### config.mk
export PLATFORM = sky130hd
export DESIGN_NAME = hostport_par
export DESIGN_NICKNAME = d
export VERILOG_FILES = /design/src/rtl/hp_pkg.sv /design/src/rtl/hp_rd_seq.sv /design/src/rtl/hp_cfg_bank.sv /design/src/rtl/hostport_par.sv
export SDC_FILE = /design/constraint.sdc
export NUM_CORES = 1
export LEC_CHECK = 0
export BUFFER_PORTS_ARGS = -buffer_cell sky130_fd_sc_hd__buf_4
export CAP_MARGIN = 25
export CORE_MARGIN = 3
export CORE_UTILIZATION = 35
export CTS_BUF_LIST = sky130_fd_sc_hd__clkbuf_8
export DETAILED_ROUTE_END_ITERATION = 6
export GPL_ROUTABILITY_DRIVEN = 1
export HOLD_SLACK_MARGIN = 0.12
export SYNTH_ARGS = -nofsm -noshare
export SYNTH_HDL_FRONTEND = slang
export SYNTH_SLANG_ARGS = --single-unit
### constraint.sdc
create_clock -name clk -period 3.77 [get_ports clk]
set_input_delay 0.754 -clock clk [delete_from_list [all_inputs] [get_ports clk]]
set_output_delay 0.754 -clock clk [all_outputs]
set_load 0.005 [all_outputs]
### src/rtl/hp_pkg.sv
package hp_pkg;

  typedef enum logic [1:0] {
    RS_IDLE  = 2'd0,
    RS_PULSE = 2'd1,
    RS_READY = 2'd2
  } rd_state_e;

  localparam int NUM_CFG   = 5;
  localparam int CFG_W     = 8;
  localparam int THR_SLOT  = 3;

  function automatic logic [CFG_W-1:0] cfg_reset_val(input int slot);
    case (slot)
      0:       return 8'h22;
      1:       return 8'h17;
      2:       return 8'h17;
      3:       return 8'h07;
      default: return 8'h00;
    endcase
  endfunction

  function automatic logic [CFG_W-1:0] cfg_keep_mask(input int slot);
    return (slot == THR_SLOT) ? 8'h07 : 8'hFF;
  endfunction

endpackage

### src/rtl/hp_rd_seq.sv
module hp_rd_seq
  import hp_pkg::*;
#(
  parameter int REC_BYTES   = 36,
  parameter int RDY_LOW_CYC = 8,
  parameter int IDX_W       = $clog2(REC_BYTES + 1)
) (
  input  logic             clk,
  input  logic             rst_n,
  input  logic             rec_ready,
  input  logic             re_n,
  output logic [IDX_W-1:0] idx,
  output logic             rdy,
  output logic             rdy0,
  output logic             byte_valid,
  output logic             int_n
);

  localparam int CNT_W = (RDY_LOW_CYC > 1) ? $clog2(RDY_LOW_CYC) : 1;
  localparam logic [CNT_W-1:0] CNT_LOAD = CNT_W'(RDY_LOW_CYC - 1);
  localparam logic [IDX_W-1:0] IDX_END  = IDX_W'(REC_BYTES);

  rd_state_e        state_q, state_d;
  logic [CNT_W-1:0] cnt_q, cnt_d;
  logic [IDX_W-1:0] idx_q, idx_d;
  logic             int_q, int_d;
  logic             re_prev_q;
  logic             re_fall;

  assign re_fall = re_prev_q & ~re_n;

  always_comb begin
    state_d = state_q;
    cnt_d   = cnt_q;
    idx_d   = idx_q;
    int_d   = int_q;
    if (rec_ready) begin
      state_d = RS_IDLE;
      idx_d   = '0;
      int_d   = 1'b0;
    end else begin
      if (re_fall) int_d = 1'b1;
      case (state_q)
        RS_IDLE: begin
          if (re_fall) begin
            state_d = RS_PULSE;
            cnt_d   = CNT_LOAD;
          end
        end
        RS_PULSE: begin
          if (re_n)                state_d = RS_IDLE;
          else if (cnt_q == '0)    state_d = RS_READY;
          else                     cnt_d   = cnt_q - 1'b1;
        end
        RS_READY: begin
          if (re_n) begin
            state_d = RS_IDLE;
            if (idx_q < IDX_END) idx_d = idx_q + 1'b1;
          end
        end
        default: state_d = RS_IDLE;
      endcase
    end
  end

  always_ff @(posedge clk or negedge rst_n) begin
    if (!rst_n) begin
      state_q   <= RS_IDLE;
      cnt_q     <= '0;
      idx_q     <= IDX_END;
      int_q     <= 1'b1;
      re_prev_q <= 1'b1;
    end else begin
      state_q   <= state_d;
      cnt_q     <= cnt_d;
      idx_q     <= idx_d;
      int_q     <= int_d;
      re_prev_q <= re_n;
    end
  end

  assign idx        = idx_q;
  assign rdy        = (state_q != RS_PULSE);
  assign rdy0       = (state_q != RS_READY);
  assign byte_valid = (state_q == RS_READY) && (idx_q < IDX_END);
  assign int_n      = int_q;

  // interrupt falls after a record-ready pulse
  a_r2_int_fall: assert property (@(posedge clk) disable iff (!rst_n)
    rec_ready |=> !int_n);

  // a sampled falling read strobe starts the low pulse
  a_r3_pulse_start: assert property (@(posedge clk) disable iff (!rst_n)
    (re_prev_q && !re_n && rdy && rdy0 && !rec_ready) |=> !rdy);

  // level ready releases once the strobe is back high
  a_r4_rdy0_release: assert property (@(posedge clk) disable iff (!rst_n)
    (!rdy0 && re_n && !rec_ready) |=> rdy0);

  // index never passes the end of the record
  a_r5_idx_bound: assert property (@(posedge clk) disable iff (!rst_n)
    idx <= IDX_END);

  // new record restarts the sequencer
  a_r11_restart: assert property (@(posedge clk) disable iff (!rst_n)
    rec_ready |=> (idx == '0 && rdy && rdy0));

  // aborted pulse leaves the index alone
  a_r12_abort_hold: assert property (@(posedge clk) disable iff (!rst_n)
    (!rdy && re_n && !rec_ready) |=> $stable(idx));

endmodule

### src/rtl/hp_cfg_bank.sv
module hp_cfg_bank
  import hp_pkg::*;
(
  input  logic                            clk,
  input  logic                            rst_n,
  input  logic                            pst_n,
  input  logic [2:0]                      port_addr,
  input  logic [CFG_W-1:0]                dat_in,
  output logic [NUM_CFG-1:0][CFG_W-1:0]   cfg
);

  logic             pst_prev_q;
  logic [2:0]       addr_q;
  logic [CFG_W-1:0] din_q;
  logic             wr_fire;
  logic [NUM_CFG-1:0] wr_en;

  always_ff @(posedge clk or negedge rst_n) begin
    if (!rst_n) begin
      pst_prev_q <= 1'b1;
      addr_q     <= '0;
      din_q      <= '0;
    end else begin
      pst_prev_q <= pst_n;
      if (!pst_n) begin
        addr_q <= port_addr;
        din_q  <= dat_in;
      end
    end
  end

  assign wr_fire = ~pst_prev_q & pst_n;

  for (genvar g = 0; g < NUM_CFG; g++) begin : g_reg
    localparam logic [CFG_W-1:0] RST_V = cfg_reset_val(g);
    localparam logic [CFG_W-1:0] MASK  = cfg_keep_mask(g);
    logic [CFG_W-1:0] val_q;

    assign wr_en[g] = wr_fire && (addr_q == 3'(g));

    always_ff @(posedge clk or negedge rst_n) begin
      if (!rst_n)        val_q <= RST_V;
      else if (wr_en[g]) val_q <= din_q & MASK;
    end

    assign cfg[g] = val_q;
  end

  // unused addresses change nothing
  a_r9_ignored: assert property (@(posedge clk) disable iff (!rst_n)
    (wr_fire && addr_q >= 3'(NUM_CFG)) |=> $stable(cfg));

  // threshold register never carries upper bits
  a_r10_thr_mask: assert property (@(posedge clk) disable iff (!rst_n)
    cfg[THR_SLOT][CFG_W-1:3] == '0);

  // a write reaches only the addressed register
  a_r8_one_hot_write: assert property (@(posedge clk) disable iff (!rst_n)
    $onehot0(wr_en));

endmodule

### src/rtl/hostport_par.sv
module hostport_par
  import hp_pkg::*;
#(
  parameter int REC_BYTES   = 36,
  parameter int RDY_LOW_CYC = 8,
  parameter int IDX_W       = $clog2(REC_BYTES + 1)
) (
  input  logic             clk,
  input  logic             rst_n,
  input  logic             rec_ready,
  input  logic [7:0]       rec_data,
  output logic [IDX_W-1:0] rec_index,
  input  logic             re_n,
  output logic             rdy,
  output logic             rdy0,
  output logic             int_n,
  input  logic             pst_n,
  input  logic [2:0]       port_addr,
  input  logic [7:0]       dat_in,
  output logic [7:0]       dat_out,
  output logic             dat_oe,
  output logic [7:0]       cfg_err_allow,
  output logic [7:0]       cfg_blk_prot,
  output logic [7:0]       cfg_frm_prot,
  output logic [2:0]       cfg_thresh,
  output logic [7:0]       cfg_skip_blk
);

  logic                          byte_valid;
  logic                          oe_q;
  logic [NUM_CFG-1:0][CFG_W-1:0] cfg;

  hp_rd_seq #(
    .REC_BYTES  (REC_BYTES),
    .RDY_LOW_CYC(RDY_LOW_CYC),
    .IDX_W      (IDX_W)
  ) u_seq (
    .clk       (clk),
    .rst_n     (rst_n),
    .rec_ready (rec_ready),
    .re_n      (re_n),
    .idx       (rec_index),
    .rdy       (rdy),
    .rdy0      (rdy0),
    .byte_valid(byte_valid),
    .int_n     (int_n)
  );

  hp_cfg_bank u_cfg (
    .clk      (clk),
    .rst_n    (rst_n),
    .pst_n    (pst_n),
    .port_addr(port_addr),
    .dat_in   (dat_in),
    .cfg      (cfg)
  );

  always_ff @(posedge clk or negedge rst_n) begin
    if (!rst_n) oe_q <= 1'b1;
    else        oe_q <= pst_n;
  end

  assign dat_oe        = oe_q;
  assign dat_out       = byte_valid ? rec_data : 8'h00;
  assign cfg_err_allow = cfg[0];
  assign cfg_blk_prot  = cfg[1];
  assign cfg_frm_prot  = cfg[2];
  assign cfg_thresh    = cfg[THR_SLOT][2:0];
  assign cfg_skip_blk  = cfg[4];

  // pins turn to input after the store strobe is sampled low
  a_r7_dir_in: assert property (@(posedge clk) disable iff (!rst_n)
    !pst_n |=> !dat_oe);

  // nothing is driven outside a valid byte phase
  a_r5_quiet_out: assert property (@(posedge clk) disable iff (!rst_n)
    rdy0 |-> dat_out == 8'h00);

endmodule

==> results.tsv <==
stage	metric	value	unit
timing	fmax	0.402	GHz
timing	slew margin rel.	50.1	%
worst_setup_path	crit path to	dat_out[6]	
yosys	Mapped Cells	173	
yosys	Syn. warnings	0	
finish	fraction of layout cells with a size suffix above 1	61.6	%
yosys	Synth top cells by count	mux2_2 (46), dfrtp_1 (42), dfstp_2 (18)	
cts	cts-stage hold buffer count	0	
cts	# Post-CTS Setup Buffers	0	
global_routing	global-route usage over all layers	14.1	%
cts	clk sinks	60	
yosys	post-synthesis cell area	0.00248	sq mm
worst_setup_path	CP startpoint kind	flip-flop	
route	drt drc	0	
global_routing	grt ovf	0	
cts	H-tree levels	3	
worst_setup_path	start-to-end type of the worst setup path	reg2out	
power_and_ir_drop	Comb power frac	22.4	%
global_routing	GR Util met3	3.10	%
cts	CTS resizes	0	
finish	utilization after layout	49.5	%
flow_run	max cap viols	0	
finish	area occupied by multi-input gates	931	sq um
worst_setup_path	Crit path required time	3.02	ns
route	Vias/cell	4.60	
route	Routed WL	5280	um
yosys	Synth area leaders	dfrtp_1 (42%), mux2_2 (21%), dfstp_2 (19%), and2_1 (2.0%), nor2_1 (1.8%)	
cts	CTS tree	built	
run_status	status	complete, no violations	
worst_setup_path	CP Launch Point	u_seq.idx[3]	
yosys	syn_nets	200	
cts	TritonCTS buffer count	9	
yosys	synthesized flop and latch total	60	
floorplan	Die Area	0.00813	sq mm
finish	Ant. Diodes	0	
yosys	Yosys top cell area share	42.4	%
finish	Layout area overhead	36.5	%
power_and_ir_drop	worst vdd ir	0.000226	V
yosys	syn avg cell area	14.3	sq um
yosys	number of flops mapped to enable cells by yosys	0	
route	DRT Pass-1 Iters	4	
timing	skew final	0.00878	ns
worst_setup_path	Setup crit end kind	primary output	
power_and_ir_drop	Sequential Power Share	46.0	%
hold_path	min-delay src	u_seq.cnt_q[2]	
yosys	Top FF cell, synth	dfrtp_1	
global_routing	met1 usage	17.7	%
global_routing	largest net degree at the start of global routing	61	
yosys	register area share after synthesis	61.5	%
finish	Final nets	285	
timing	fin. max-slew vios	0	
route	DR iter-0 viols	43	
timing	part of the cycle the worst path needs	66.0	%
timing	TNS Setup	0	ns
finish	sequential cell area	0.00152	sq mm
cts	Clock Latency Late Sink	0.34	ns
global_routing	met2 Use GR	22.3	%
cts	clock slew at reported path FFs	0.07	ns
power_and_ir_drop	pwr dens	608	mW/mm^2
worst_setup_path	Worst Path Arrival	1.73	ns
placement	RePlAce Congestion	0.719	
finish	Non-Filler Instances	359	
worst_setup_path	worst reg2reg path depth	3	
yosys	fraction of registers with async set/reset	100	%
timing	final setup vio count	0	
finish	Filler cells	644	
global_routing	first-pass GRT wire length	8910	um
yosys	library cells used by synthesis	34	
floorplan	IO Pins	77	
route	Antenna Nets Post-Route	0	
placement	DP Wirelength	3720	um
yosys	most frequent cell after synthesis	mux2_2	
floorplan	Die Wd	90.2	um
floorplan	Initial Util	36.3	%
floorplan	number of core rows	30	
worst_setup_path	FF-to-FF Start	u_cfg.addr_q[0]	
timing	Hold WS	0.462	ns
cts	CTS Root Cell	clkbuf_8	
timing	unrepaired setup endpoints after global routing	false	
worst_setup_path	Crit Path Max Fanout	8	
timing	Setup WS post-layout	1.28	ns
placement	Inst Count DP	343	
power_and_ir_drop	Net Sw Frac	24.7	%
timing	final hold viol count	0	
power_and_ir_drop	part of the power in the clock network	31.6	%
placement	post-place setup slack	1.63	ns
power_and_ir_drop	Net Sw Power	509	uW
route	total number of vias	1650	
power_and_ir_drop	LEAKAGE	0.00158	uW
route	drt wl/cell	14.7	um
global_routing	antenna violations before repair	0	
global_routing	Most Crowded Layer GR	met2	
timing	Tmin final	2.49	ns
placement	PortBufs	76	
hold_path	HP Class	reg2reg	
floorplan	core area	0.00683	sq mm
cts	Clock Tree Buf Depth	2	
worst_setup_path	R2R Setup Slk	2.20	ns
power_and_ir_drop	Internal	1550	uW
worst_setup_path	FF-to-FF End	u_cfg.g_reg[4].val_q[2]	
floorplan	Die Height	90.2	um
timing	Worst-Margin Slew	0.749	ns
yosys	cell taking the most area after synthesis	dfrtp_1	
global_routing	vias in the first global route	1702	
-- cells by family after synthesis --
family / Yosys count / share of synthesized area (%)
adder cells (fa/ha/maj): 3 / 1.51
multiplexers: 47 / 21.3
flip-flops: 60 / 61.5
AND/OR/NAND/NOR: 39 / 9.59
XOR/XNOR: 3 / 1.06
AO/OA/AOI/OAI: 15 / 4.09
buffers and inverters: 6 / 0.959
-- registers in the layout, summed over array words and instances, names as in the netlist --
signal,count
u_cfg.addr_q,3
u_seq.idx,6
u_cfg.din_q,8
u_seq.state_q,2
u_cfg.pst_prev_q,1
u_seq.cnt_q,3
u_cfg.g.val_q,35
u_seq.re_prev_q,1
u_seq.int_n,1
-- power groups by stage --
| stage | Combinational [uW] | Sequential, uW | Clock, uW |
|---|---|---|---|
| 6_report | 462 | 946 | 649 |
| 5_1_grt | 510 | 972 | 693 |
| 4_1_cts | 473 | 951 | 667 |
| 3_5_place_dp | 472 | 962 | 0 |
| 3_3_place_gp | 461 | 961 | 0 |
| 2_1_floorplan | 171 | 951 | 0 |
-- layout make-up --
| type | count | share of cell area (%) |
|---|---|---|
| flip-flops and latches | 60 | 45.0 |
| multi-input cells | 107 | 27.5 |
| repair buffers | 76 | 16.9 |
| clock buffers | 10 | 4.07 |
| well taps | 96 | 3.55 |
| clock inverters | 6 | 2.55 |
| inverters | 4 | 0.444 |
-- critical path, stage by stage, from the launching register on --
cell,delay (ns)
dfrtp_1,0.43
o31a_1,0.35
nor2_1,0.32
and2_1,0.19
buf_4,0.11
-- layout by cell type (no fill, tap or decap), types with 3 or more instances in the layout --
master,Yosys,routed
mux2_2,46,46
clkbuf_8,0,10
buf_4,0,76
xnor2_1,3,3
and2_1,8,8
dfstp_2,18,18
a21oi_1,4,4
inv_1,4,4
nor3_1,3,3
dfrtp_1,42,42
ha_1,3,3
nor2_1,12,12
-- stage by stage --
| step | area, sq um | total power, uW |
|---|---|---|
| floorplan | 2480 | 1120 |
| global placement | 3160 | 1420 |
| detailed placement | 3160 | 1430 |
| CTS | 3380 | 2090 |
| global route | 3380 | 2180 |
| finish | 3380 | 2060 |
-- how the worst min path moves through the flow --
| stage | cells past startpoint | end | slack [ns] |
|---|---|---|---|
| 5_1_grt | 1 | u_seq.cnt_q[2] | 0.47 |
| 4_1_cts | 1 | u_seq.cnt_q[2] | 0.46 |
| 3_3_place_gp | 1 | u_seq.cnt_q[2] | 0.45 |
| 3_5_place_dp | 1 | u_seq.cnt_q[2] | 0.45 |
| 6_report | 1 | u_seq.cnt_q[2] | 0.46 |
| 2_1_floorplan | 1 | u_seq.cnt_q[2] | 0.43 |
-- per-layer routing --
metal,routed length [um],vias up
met5,0,-
met4,131,0
met2,2700,33
met1,2270,814
li1,-,792
met3,177,11
Note: power is estimated with default switching activity, not from simulation.
